<file path="src/rtl/fsq_pkg.sv">
package fsq_pkg;

  localparam int FRAME_W = 48;
  localparam int CNT_W   = 6;

  localparam logic [7:0] OPC_WREN  = 8'h06;
  localparam logic [7:0] OPC_RDSR  = 8'h05;
  localparam logic [7:0] OPC_WRVR  = 8'h81;
  localparam logic [7:0] WEL_MASK  = 8'h02;
  localparam logic [7:0] WEL_MATCH = 8'h02;

  localparam logic [7:0] REG_LAT   = 8'h01;
  localparam logic [7:0] REG_AMODE = 8'h05;
  localparam logic [7:0] REG_IOMOD = 8'h00;
  localparam logic [7:0] VAL_A32   = 8'hFE;
  localparam logic [7:0] VAL_OCDDR = 8'hE7;

  localparam logic [1:0] LAST_STEP = 2'd2;
  localparam logic [1:0] WIDE_FROM = 2'd2;

  typedef enum logic [1:0] {K_WREN, K_POLL, K_WRITE} cmd_kind_e;
  typedef enum logic [1:0] {S_IDLE, S_ISSUE, S_WAIT, S_GAP} seq_state_e;
  typedef enum logic [2:0] {E_IDLE, E_LO, E_HI, E_TAIL, E_GAP} eng_state_e;

  function automatic logic [7:0] step_reg(input logic [1:0] idx);
    case (idx)
      2'd0:    return REG_LAT;
      2'd1:    return REG_AMODE;
      default: return REG_IOMOD;
    endcase
  endfunction

  function automatic logic [7:0] step_data(input logic [1:0] idx, input logic [7:0] lat);
    case (idx)
      2'd0:    return lat;
      2'd1:    return VAL_A32;
      default: return VAL_OCDDR;
    endcase
  endfunction

endpackage

</file>
<file path="src/rtl/fsq_frame_build.sv">
module fsq_frame_build
  import fsq_pkg::*;
(
  input  cmd_kind_e            kind_i,
  input  logic [1:0]           step_i,
  input  logic [7:0]           lat_i,
  output logic [FRAME_W-1:0]   tx_word_o,
  output logic [CNT_W-1:0]     tx_bits_o,
  output logic [CNT_W-1:0]     rx_bits_o
);

  logic [7:0] reg_sel;
  logic [7:0] reg_val;

  assign reg_sel = step_reg(step_i);
  assign reg_val = step_data(step_i, lat_i);

  always_comb begin
    tx_word_o = '0;
    tx_bits_o = CNT_W'(8);
    rx_bits_o = '0;
    case (kind_i)
      K_WREN: begin
        tx_word_o[FRAME_W-1 -: 8] = OPC_WREN;
      end
      K_POLL: begin
        tx_word_o[FRAME_W-1 -: 8] = OPC_RDSR;
        rx_bits_o = CNT_W'(8);
      end
      default: begin
        if (step_i >= WIDE_FROM) begin
          tx_word_o = {OPC_WRVR, 24'h000000, reg_sel, reg_val};
          tx_bits_o = CNT_W'(48);
        end else begin
          tx_word_o = {OPC_WRVR, 16'h0000, reg_sel, reg_val, 8'h00};
          tx_bits_o = CNT_W'(40);
        end
      end
    endcase
  end

endmodule

</file>
<file path="src/rtl/fsq_spi_engine.sv">
module fsq_spi_engine
  import fsq_pkg::*;
#(
  parameter int HALF_DIV = 2
) (
  input  logic               clk,
  input  logic               rst_n,
  input  logic               go_i,
  input  logic [FRAME_W-1:0] tx_word_i,
  input  logic [CNT_W-1:0]   tx_bits_i,
  input  logic [CNT_W-1:0]   rx_bits_i,
  input  logic               miso_i,
  output logic               cs_n_o,
  output logic               sck_o,
  output logic               mosi_o,
  output logic [7:0]         rx_byte_o,
  output logic               fin_o
);

  localparam int DIV_W = (HALF_DIV > 1) ? $clog2(HALF_DIV) : 1;
  localparam logic [DIV_W-1:0] DIV_LAST = DIV_W'(HALF_DIV - 1);

  eng_state_e          st_q;
  logic [DIV_W-1:0]    div_q;
  logic [CNT_W-1:0]    left_q;
  logic [FRAME_W-1:0]  sh_q;
  logic [7:0]          rx_q;
  logic                cs_q, sck_q, fin_q;
  logic                half_end;

  assign half_end  = (div_q == DIV_LAST);
  assign cs_n_o    = cs_q;
  assign sck_o     = sck_q;
  assign mosi_o    = sh_q[FRAME_W-1];
  assign rx_byte_o = rx_q;
  assign fin_o     = fin_q;

  always_ff @(posedge clk or negedge rst_n) begin
    if (!rst_n) begin
      st_q   <= E_IDLE;
      div_q  <= '0;
      left_q <= '0;
      sh_q   <= '0;
      rx_q   <= '0;
      cs_q   <= 1'b1;
      sck_q  <= 1'b0;
      fin_q  <= 1'b0;
    end else begin
      fin_q <= 1'b0;
      case (st_q)
        E_IDLE: begin
          if (go_i) begin
            sh_q   <= tx_word_i;
            left_q <= CNT_W'(tx_bits_i + rx_bits_i);
            cs_q   <= 1'b0;
            div_q  <= '0;
            st_q   <= E_LO;
          end
        end
        E_LO: begin
          if (half_end) begin
            div_q <= '0;
            sck_q <= 1'b1;
            rx_q  <= {rx_q[6:0], miso_i};
            st_q  <= E_HI;
          end else begin
            div_q <= div_q + 1'b1;
          end
        end
        E_HI: begin
          if (half_end) begin
            div_q  <= '0;
            sck_q  <= 1'b0;
            sh_q   <= {sh_q[FRAME_W-2:0], 1'b0};
            left_q <= left_q - 1'b1;
            st_q   <= (left_q == CNT_W'(1)) ? E_TAIL : E_LO;
          end else begin
            div_q <= div_q + 1'b1;
          end
        end
        E_TAIL: begin
          if (half_end) begin
            div_q <= '0;
            cs_q  <= 1'b1;
            st_q  <= E_GAP;
          end else begin
            div_q <= div_q + 1'b1;
          end
        end
        E_GAP: begin
          if (half_end) begin
            div_q <= '0;
            fin_q <= 1'b1;
            st_q  <= E_IDLE;
          end else begin
            div_q <= div_q + 1'b1;
          end
        end
        default: st_q <= E_IDLE;
      endcase
    end
  end

  // the serial clock rests low outside a frame
  a_r1_sck_low_when_deselected: assert property (@(posedge clk) disable iff (!rst_n)
    cs_n_o |-> !sck_o);

  // data never moves while the serial clock is high
  a_r2_mosi_steady_high: assert property (@(posedge clk) disable iff (!rst_n)
    sck_o |-> $stable(mosi_o));

  // chip select stays high for more than one clock between frames
  a_r10_cs_gap: assert property (@(posedge clk) disable iff (!rst_n)
    $rose(cs_n_o) |=> cs_n_o);

endmodule

</file>
<file path="src/rtl/fsq_step_ctrl.sv">
module fsq_step_ctrl
  import fsq_pkg::*;
#(
  parameter int POLL_GAP   = 16,
  parameter int POLL_CNT_W = 8
) (
  input  logic                  clk,
  input  logic                  rst_n,
  input  logic                  start_i,
  input  logic [7:0]            lat_i,
  input  logic [POLL_CNT_W-1:0] max_polls_i,
  input  logic                  fin_i,
  input  logic [7:0]            rx_byte_i,
  output logic                  go_o,
  output cmd_kind_e             kind_o,
  output logic [1:0]            step_o,
  output logic [7:0]            lat_o,
  output logic                  busy_o,
  output logic                  done_o,
  output logic                  error_o
);

  localparam int GAP_W = $clog2(POLL_GAP + 1);
  localparam logic [GAP_W-1:0] GAP_LAST = GAP_W'(POLL_GAP - 1);

  seq_state_e            st_q;
  cmd_kind_e             kind_q;
  logic [1:0]            step_q;
  logic [POLL_CNT_W-1:0] polls_q, maxp_q;
  logic [7:0]            lat_q;
  logic [GAP_W-1:0]      gap_q;
  logic                  done_q, err_q;
  logic                  wel_seen, polls_spent;

  assign wel_seen    = ((rx_byte_i & WEL_MASK) == WEL_MATCH);
  assign polls_spent = ({1'b0, polls_q} + 1'b1) >= {1'b0, maxp_q};

  assign go_o    = (st_q == S_ISSUE);
  assign kind_o  = kind_q;
  assign step_o  = step_q;
  assign lat_o   = lat_q;
  assign busy_o  = (st_q != S_IDLE);
  assign done_o  = done_q;
  assign error_o = err_q;

  always_ff @(posedge clk or negedge rst_n) begin
    if (!rst_n) begin
      st_q    <= S_IDLE;
      kind_q  <= K_WREN;
      step_q  <= '0;
      polls_q <= '0;
      maxp_q  <= '0;
      lat_q   <= '0;
      gap_q   <= '0;
      done_q  <= 1'b0;
      err_q   <= 1'b0;
    end else begin
      done_q <= 1'b0;
      case (st_q)
        S_IDLE: begin
          if (start_i) begin
            lat_q  <= lat_i;
            maxp_q <= max_polls_i;
            err_q  <= 1'b0;
            step_q <= '0;
            kind_q <= K_WREN;
            st_q   <= S_ISSUE;
          end
        end
        S_ISSUE: st_q <= S_WAIT;
        S_WAIT: begin
          if (fin_i) begin
            case (kind_q)
              K_WREN: begin
                kind_q  <= K_POLL;
                polls_q <= '0;
                st_q    <= S_ISSUE;
              end
              K_POLL: begin
                if (wel_seen) begin
                  kind_q <= K_WRITE;
                  st_q   <= S_ISSUE;
                end else if (polls_spent) begin
                  err_q <= 1'b1;
                  st_q  <= S_IDLE;
                end else begin
                  polls_q <= polls_q + 1'b1;
                  gap_q   <= '0;
                  st_q    <= S_GAP;
                end
              end
              default: begin
                if (step_q == LAST_STEP) begin
                  done_q <= 1'b1;
                  st_q   <= S_IDLE;
                end else begin
                  step_q <= step_q + 1'b1;
                  kind_q <= K_WREN;
                  st_q   <= S_ISSUE;
                end
              end
            endcase
          end
        end
        S_GAP: begin
          if (gap_q == GAP_LAST) st_q <= S_ISSUE;
          else                   gap_q <= gap_q + 1'b1;
        end
        default: st_q <= S_IDLE;
      endcase
    end
  end

  // completion is a single-cycle pulse
  a_r7_done_one_cycle: assert property (@(posedge clk) disable iff (!rst_n)
    done_o |=> !done_o);

  // an aborted series leaves the block idle
  a_r6_error_idle: assert property (@(posedge clk) disable iff (!rst_n)
    error_o |-> !busy_o);

  // a repeated status read is launched only out of the pause
  a_r5_poll_after_gap: assert property (@(posedge clk) disable iff (!rst_n)
    (st_q == S_ISSUE && kind_q == K_POLL && polls_q != '0) |-> $past(st_q) == S_GAP);

  // the captured dummy value holds for the whole series
  a_r9_lat_held: assert property (@(posedge clk) disable iff (!rst_n)
    (busy_o && $past(busy_o)) |-> $stable(lat_q));

  // an accepted start clears the error flag
  a_r11_error_cleared: assert property (@(posedge clk) disable iff (!rst_n)
    $rose(busy_o) |-> !error_o);

endmodule

</file>
<file path="src/rtl/octflash_modeswitch_seq.sv">
module octflash_modeswitch_seq
  import fsq_pkg::*;
#(
  parameter int HALF_DIV   = 2,
  parameter int POLL_GAP   = 16,
  parameter int POLL_CNT_W = 8
) (
  input  logic                  clk,
  input  logic                  rst_n,
  input  logic                  start_i,
  input  logic [7:0]            dummy_cycles_i,
  input  logic [POLL_CNT_W-1:0] max_polls_i,
  input  logic                  miso_i,
  output logic                  cs_n_o,
  output logic                  sck_o,
  output logic                  mosi_o,
  output logic                  busy_o,
  output logic                  done_o,
  output logic                  error_o
);

  logic               go, fin;
  cmd_kind_e          kind;
  logic [1:0]         step;
  logic [7:0]         lat, rx_byte;
  logic [FRAME_W-1:0] tx_word;
  logic [CNT_W-1:0]   tx_bits, rx_bits;

  fsq_step_ctrl #(
    .POLL_GAP   (POLL_GAP),
    .POLL_CNT_W (POLL_CNT_W)
  ) u_ctrl (
    .clk         (clk),
    .rst_n       (rst_n),
    .start_i     (start_i),
    .lat_i       (dummy_cycles_i),
    .max_polls_i (max_polls_i),
    .fin_i       (fin),
    .rx_byte_i   (rx_byte),
    .go_o        (go),
    .kind_o      (kind),
    .step_o      (step),
    .lat_o       (lat),
    .busy_o      (busy_o),
    .done_o      (done_o),
    .error_o     (error_o)
  );

  fsq_frame_build u_build (
    .kind_i    (kind),
    .step_i    (step),
    .lat_i     (lat),
    .tx_word_o (tx_word),
    .tx_bits_o (tx_bits),
    .rx_bits_o (rx_bits)
  );

  fsq_spi_engine #(
    .HALF_DIV (HALF_DIV)
  ) u_eng (
    .clk       (clk),
    .rst_n     (rst_n),
    .go_i      (go),
    .tx_word_i (tx_word),
    .tx_bits_i (tx_bits),
    .rx_bits_i (rx_bits),
    .miso_i    (miso_i),
    .cs_n_o    (cs_n_o),
    .sck_o     (sck_o),
    .mosi_o    (mosi_o),
    .rx_byte_o (rx_byte),
    .fin_o     (fin)
  );

  // completion is signalled with the bus released and the block idle
  a_r7_done_bus_idle: assert property (@(posedge clk) disable iff (!rst_n)
    done_o |-> (cs_n_o && !busy_o));

endmodule

</file>
<file path="config.mk">
export PLATFORM = sky130hd
export DESIGN_NAME = octflash_modeswitch_seq
export DESIGN_NICKNAME = d
export VERILOG_FILES = /design/src/rtl/fsq_pkg.sv /design/src/rtl/fsq_frame_build.sv /design/src/rtl/fsq_spi_engine.sv /design/src/rtl/fsq_step_ctrl.sv /design/src/rtl/octflash_modeswitch_seq.sv
export SDC_FILE = /design/constraint.sdc
export NUM_CORES = 1
export LEC_CHECK = 0
export ABC_AREA = 1
export BUFFER_PORTS_ARGS = -buffer_cell sky130_fd_sc_hd__clkbuf_2
export CAP_MARGIN = 10
export CORE_MARGIN = 5
export CORE_UTILIZATION = 55
export CTS_CLUSTER_DIAMETER = 200
export CTS_CLUSTER_SIZE = 12
export DETAILED_ROUTE_END_ITERATION = 7
export PLACE_DENSITY = 0.76
export SLEW_MARGIN = 20
export SYNTH_ARGS = -nofsm -noshare
export SYNTH_HDL_FRONTEND = slang
export SYNTH_HIERARCHICAL = 1
export SYNTH_SLANG_ARGS = --single-unit
</file>
<file path="constraint.sdc">
create_clock -name clk -period 2.4 [get_ports clk]
set_input_delay 0 -clock clk [delete_from_list [all_inputs] [get_ports clk]]
set_output_delay 0 -clock clk [all_outputs]
set_load 0.01 [all_outputs]
</file>
==> flow_metrics.env <==
export IMPL_outcome="complete, but fails checks"
export IMPL_violations="setup timing"
export IMPL_tritoncts_num_buffers=9
export IMPL_place_hpwl_um=7380
export IMPL_p_switching_mw=3.14
export IMPL_holdCritPathClass="in -> reg"
export IMPL_drv_cap=0
export IMPL_fp_dieH_um=114
export IMPL_grt_pass1_vias=4466
export IMPL_fp_coreArea_mm2=0.0108
export IMPL_vias_per_cell=4.99
export IMPL_clockBufferDepth=2
export IMPL_syn_area_mm2=0.00601
export IMPL_fin_worst_skew_ns=0.00829
export IMPL_finalHoldViolCount=0
export IMPL_insertion_delay_ns=0.37
export IMPL_start_util=0.556
export IMPL_power_frac_clock=0.155
export IMPL_vias=4572
export IMPL_slew_violations=0
export IMPL_diodes=0
export IMPL_antenna_found_initial=0
export IMPL_drt_total_wl_um=10900
export IMPL_arrival_ns=2.72
export IMPL_fp_row_count=38
export IMPL_gr_usage_all_layers=0.176
export IMPL_p_seq_frac=0.365
export IMPL_die_w_um=114
export IMPL_internal_power_mw=4.33
export IMPL_final_setup_tns_ns=-0.0662
export IMPL_wl_per_cell_um=11.8
export IMPL_area_growth_pct=10.3
export IMPL_ctsRootBufferMaster="clkbuf_8"
export IMPL_min_period_over_period=1.03
export IMPL_ir_drop_v=0.000686
export IMPL_critPathCaptureType="flip-flop"
export IMPL_slowest_delay_ns=0.40
export IMPL_cp_max_fo=6
export IMPL_setup_viol_count_final=1
export IMPL_drc=0
export IMPL_cts_sinks=100
export IMPL_port_buffers=25
export IMPL_grt_overflow=0
export IMPL_cp_num_buf_inv=2
export IMPL_p_per_area_mw_per_mm2=1130
export IMPL_cts_tree="done"
export IMPL_grt_setup_unrepaired="true"
export IMPL_final_net_count=815
export IMPL_worstMarginPinSlew_ns=0.676
export IMPL_cp_cell_sequence="ha_2 -> nand2_2 -> nor2_2 -> inv_2 -> nor2_4 -> nor2_2 -> ha_1 -> nand2_1 -> nor2_1 -> nand2_1 -> nand3_1 -> nand2_1 -> nand2_2 -> nand2_2 -> nand2_4 -> nand2_8 -> buf_6 -> nand3b_1 -> nand2_1"
export IMPL_drive_gt1_frac=0.174
export IMPL_p_comb_frac=0.480
export IMPL_crit_slowest_cell="dfrtp_1"
export IMPL_cp_required_ns=2.66
export IMPL_dp_worst_setup_slack_ns=-0.0193
export IMPL_period_needed_ns=2.47
export IMPL_path_common_cell="nand2_1"
export IMPL_crit_family="simple AND/OR/NAND/NOR gates"
export IMPL_ys_warn_count=6
export IMPL_grt_max_degree=98
export IMPL_setup_slack_ns=-0.0662
export IMPL_netlist_instances=732
export IMPL_dieArea_mm2=0.0131
export IMPL_htreeDepth=3
export IMPL_antenna_left=0
export IMPL_gp_congestion=0.882
export IMPL_switching_share=0.420
export IMPL_startpoint_type="flip-flop"
export IMPL_drtIter0Drc=175
export IMPL_grt_pass1_wl_um=19000
export IMPL_placed_area_mm2=0.00611
export IMPL_firstDrtPassIters=5
export IMPL_clock_fmax_mhz=405
export IMPL_fin_total_pwr_mw=7.46
export IMPL_slew_headroom=0.549
export IMPL_syn_avg_cell_area_um2=8.20
export IMPL_worstSetupPathType="reg -> reg"
export IMPL_clk_pin_slew_ns=0.09
export IMPL_final_area_mm2=0.00662
export IMPL_p_leak_nw=3.27
export IMPL_ioPinCount=26
[layout make-up]
type	instances	area, µm²
inverter	125	469
sequential	100	2500
multi-input combinational	479	2800
clock inverter	6	88.8
tap	140	175
clock buffer	10	128
fill	890	4170
timing repair buffer	56	459
[power by group through the flow]
stage	clock, mW	sequential [mW]	combinational (mW)
after floorplan	0	2.66	2.97
after global placement	0	2.72	3.38
after detailed placement	0	2.75	3.50
after CTS	1.20	2.72	3.56
after global routing	1.28	2.79	4.12
final	1.16	2.72	3.58
[cells in the final DEF (no fill, tap or decap), types with 3 or more instances in the layout]
cell,instances
a21oi_1,23
nand2_2,13
nand4_1,3
clkbuf_2,24
inv_1,113
ha_1,22
buf_12,4
o211ai_2,14
nand2_1,127
conb_1,36
inv_2,12
o21ai_1,20
o21ai_2,3
buf_4,9
dfrtp_1,99
mux2_2,11
nor2_1,50
o21ai_0,43
nand2_4,5
clkbuf_8,9
nand3b_1,3
nand3_1,33
dlygate4sd3_1,18
nor3_1,5
xor2_1,4
o211ai_1,34
a21oi_2,3
nor2_4,3
nor2_2,7
[flip-flops by register name, indices dropped and copies added (netlist names), 3 cells and up]
signal,flops
u_eng/st_q,3
u_ctrl/maxp_q,8
u_eng/sh_q,48
u_eng/left_q,6
u_ctrl/polls_q,8
u_ctrl/gap_q,5
u_ctrl/lat_o,8
[per-stage QoR]
| step | cells | util | hold WS (ns) |
|---|---|---|---|
| after floorplan | 767 | - | -0.296 |
| after CTS | 914 | 0.604 | 0.00617 |
| after global routing | 916 | 0.614 | 0.0346 |
| after detailed placement | 878 | 0.566 | 0.0883 |
| after global placement | 878 | 0.566 | 0.0839 |
| final | 916 | 0.614 | 0.0225 |
[worst paths after layout]
check | slack [ns] | from | cells after the start | endpoint
worst max-delay path | -0.07 | u_ctrl/polls_q[1]$_DFFE_PN0P_ | 19 | u_ctrl/polls_q[1]$_DFFE_PN0P_
worst min register to register | 0.48 | u_ctrl/gap_q[4]$_DFFE_PN0P_ | 2 | u_ctrl/gap_q[4]$_DFFE_PN0P_
worst max register to register | -0.07 | u_ctrl/polls_q[1]$_DFFE_PN0P_ | 19 | u_ctrl/polls_q[1]$_DFFE_PN0P_
max in group asynchronous | 1.44 | rst_n | 3 | u_eng/cs_n_o$_DFFE_PN1P_
min in group asynchronous | 0.21 | rst_n | 2 | u_eng/sh_q[26]$_DFFE_PN0P_
worst min-delay path | 0.02 | start_i | 5 | u_ctrl/step_o[0]$_DFFE_PN0P_
[worst reg2reg max path, stage by stage (launching register included)]
cell and delay [ns]:
dfrtp_1 0.40, ha_2 0.20, nand2_2 0.06, nor2_2 0.12, inv_2 0.08, nor2_4 0.13
nor2_2 0.05, ha_1 0.28, nand2_1 0.07, nor2_1 0.09, nand2_1 0.06, nand3_1 0.07
nand2_1 0.07, nand2_2 0.07, nand2_2 0.07, nand2_4 0.14, nand2_8 0.09, buf_6 0.13
nand3b_1 0.09, nand2_1 0.08
[layer usage]
| layer | GRT usage | part of all wire |
|---|---|---|
| met1 | 0.224 | 0.47 |
| met2 | 0.296 | 0.48 |
| met3 | 0.0296 | 0.025 |
| met4 | 0.0776 | 0.021 |
| met5 | 0 | 0 |
[what timing repair did]
item | 4_1_cts | 5_1_grt
pin swaps | 0 | 13
endpoints found under the hold margin | 68 | 0
hold buffers | 18 | 0
cloned | 0 | 1
setup buffers | 2 | 1
resized for setup | 0 | 25
endpoints found under the setup margin | 13 | 16
(Power assumes the default switching activity.)
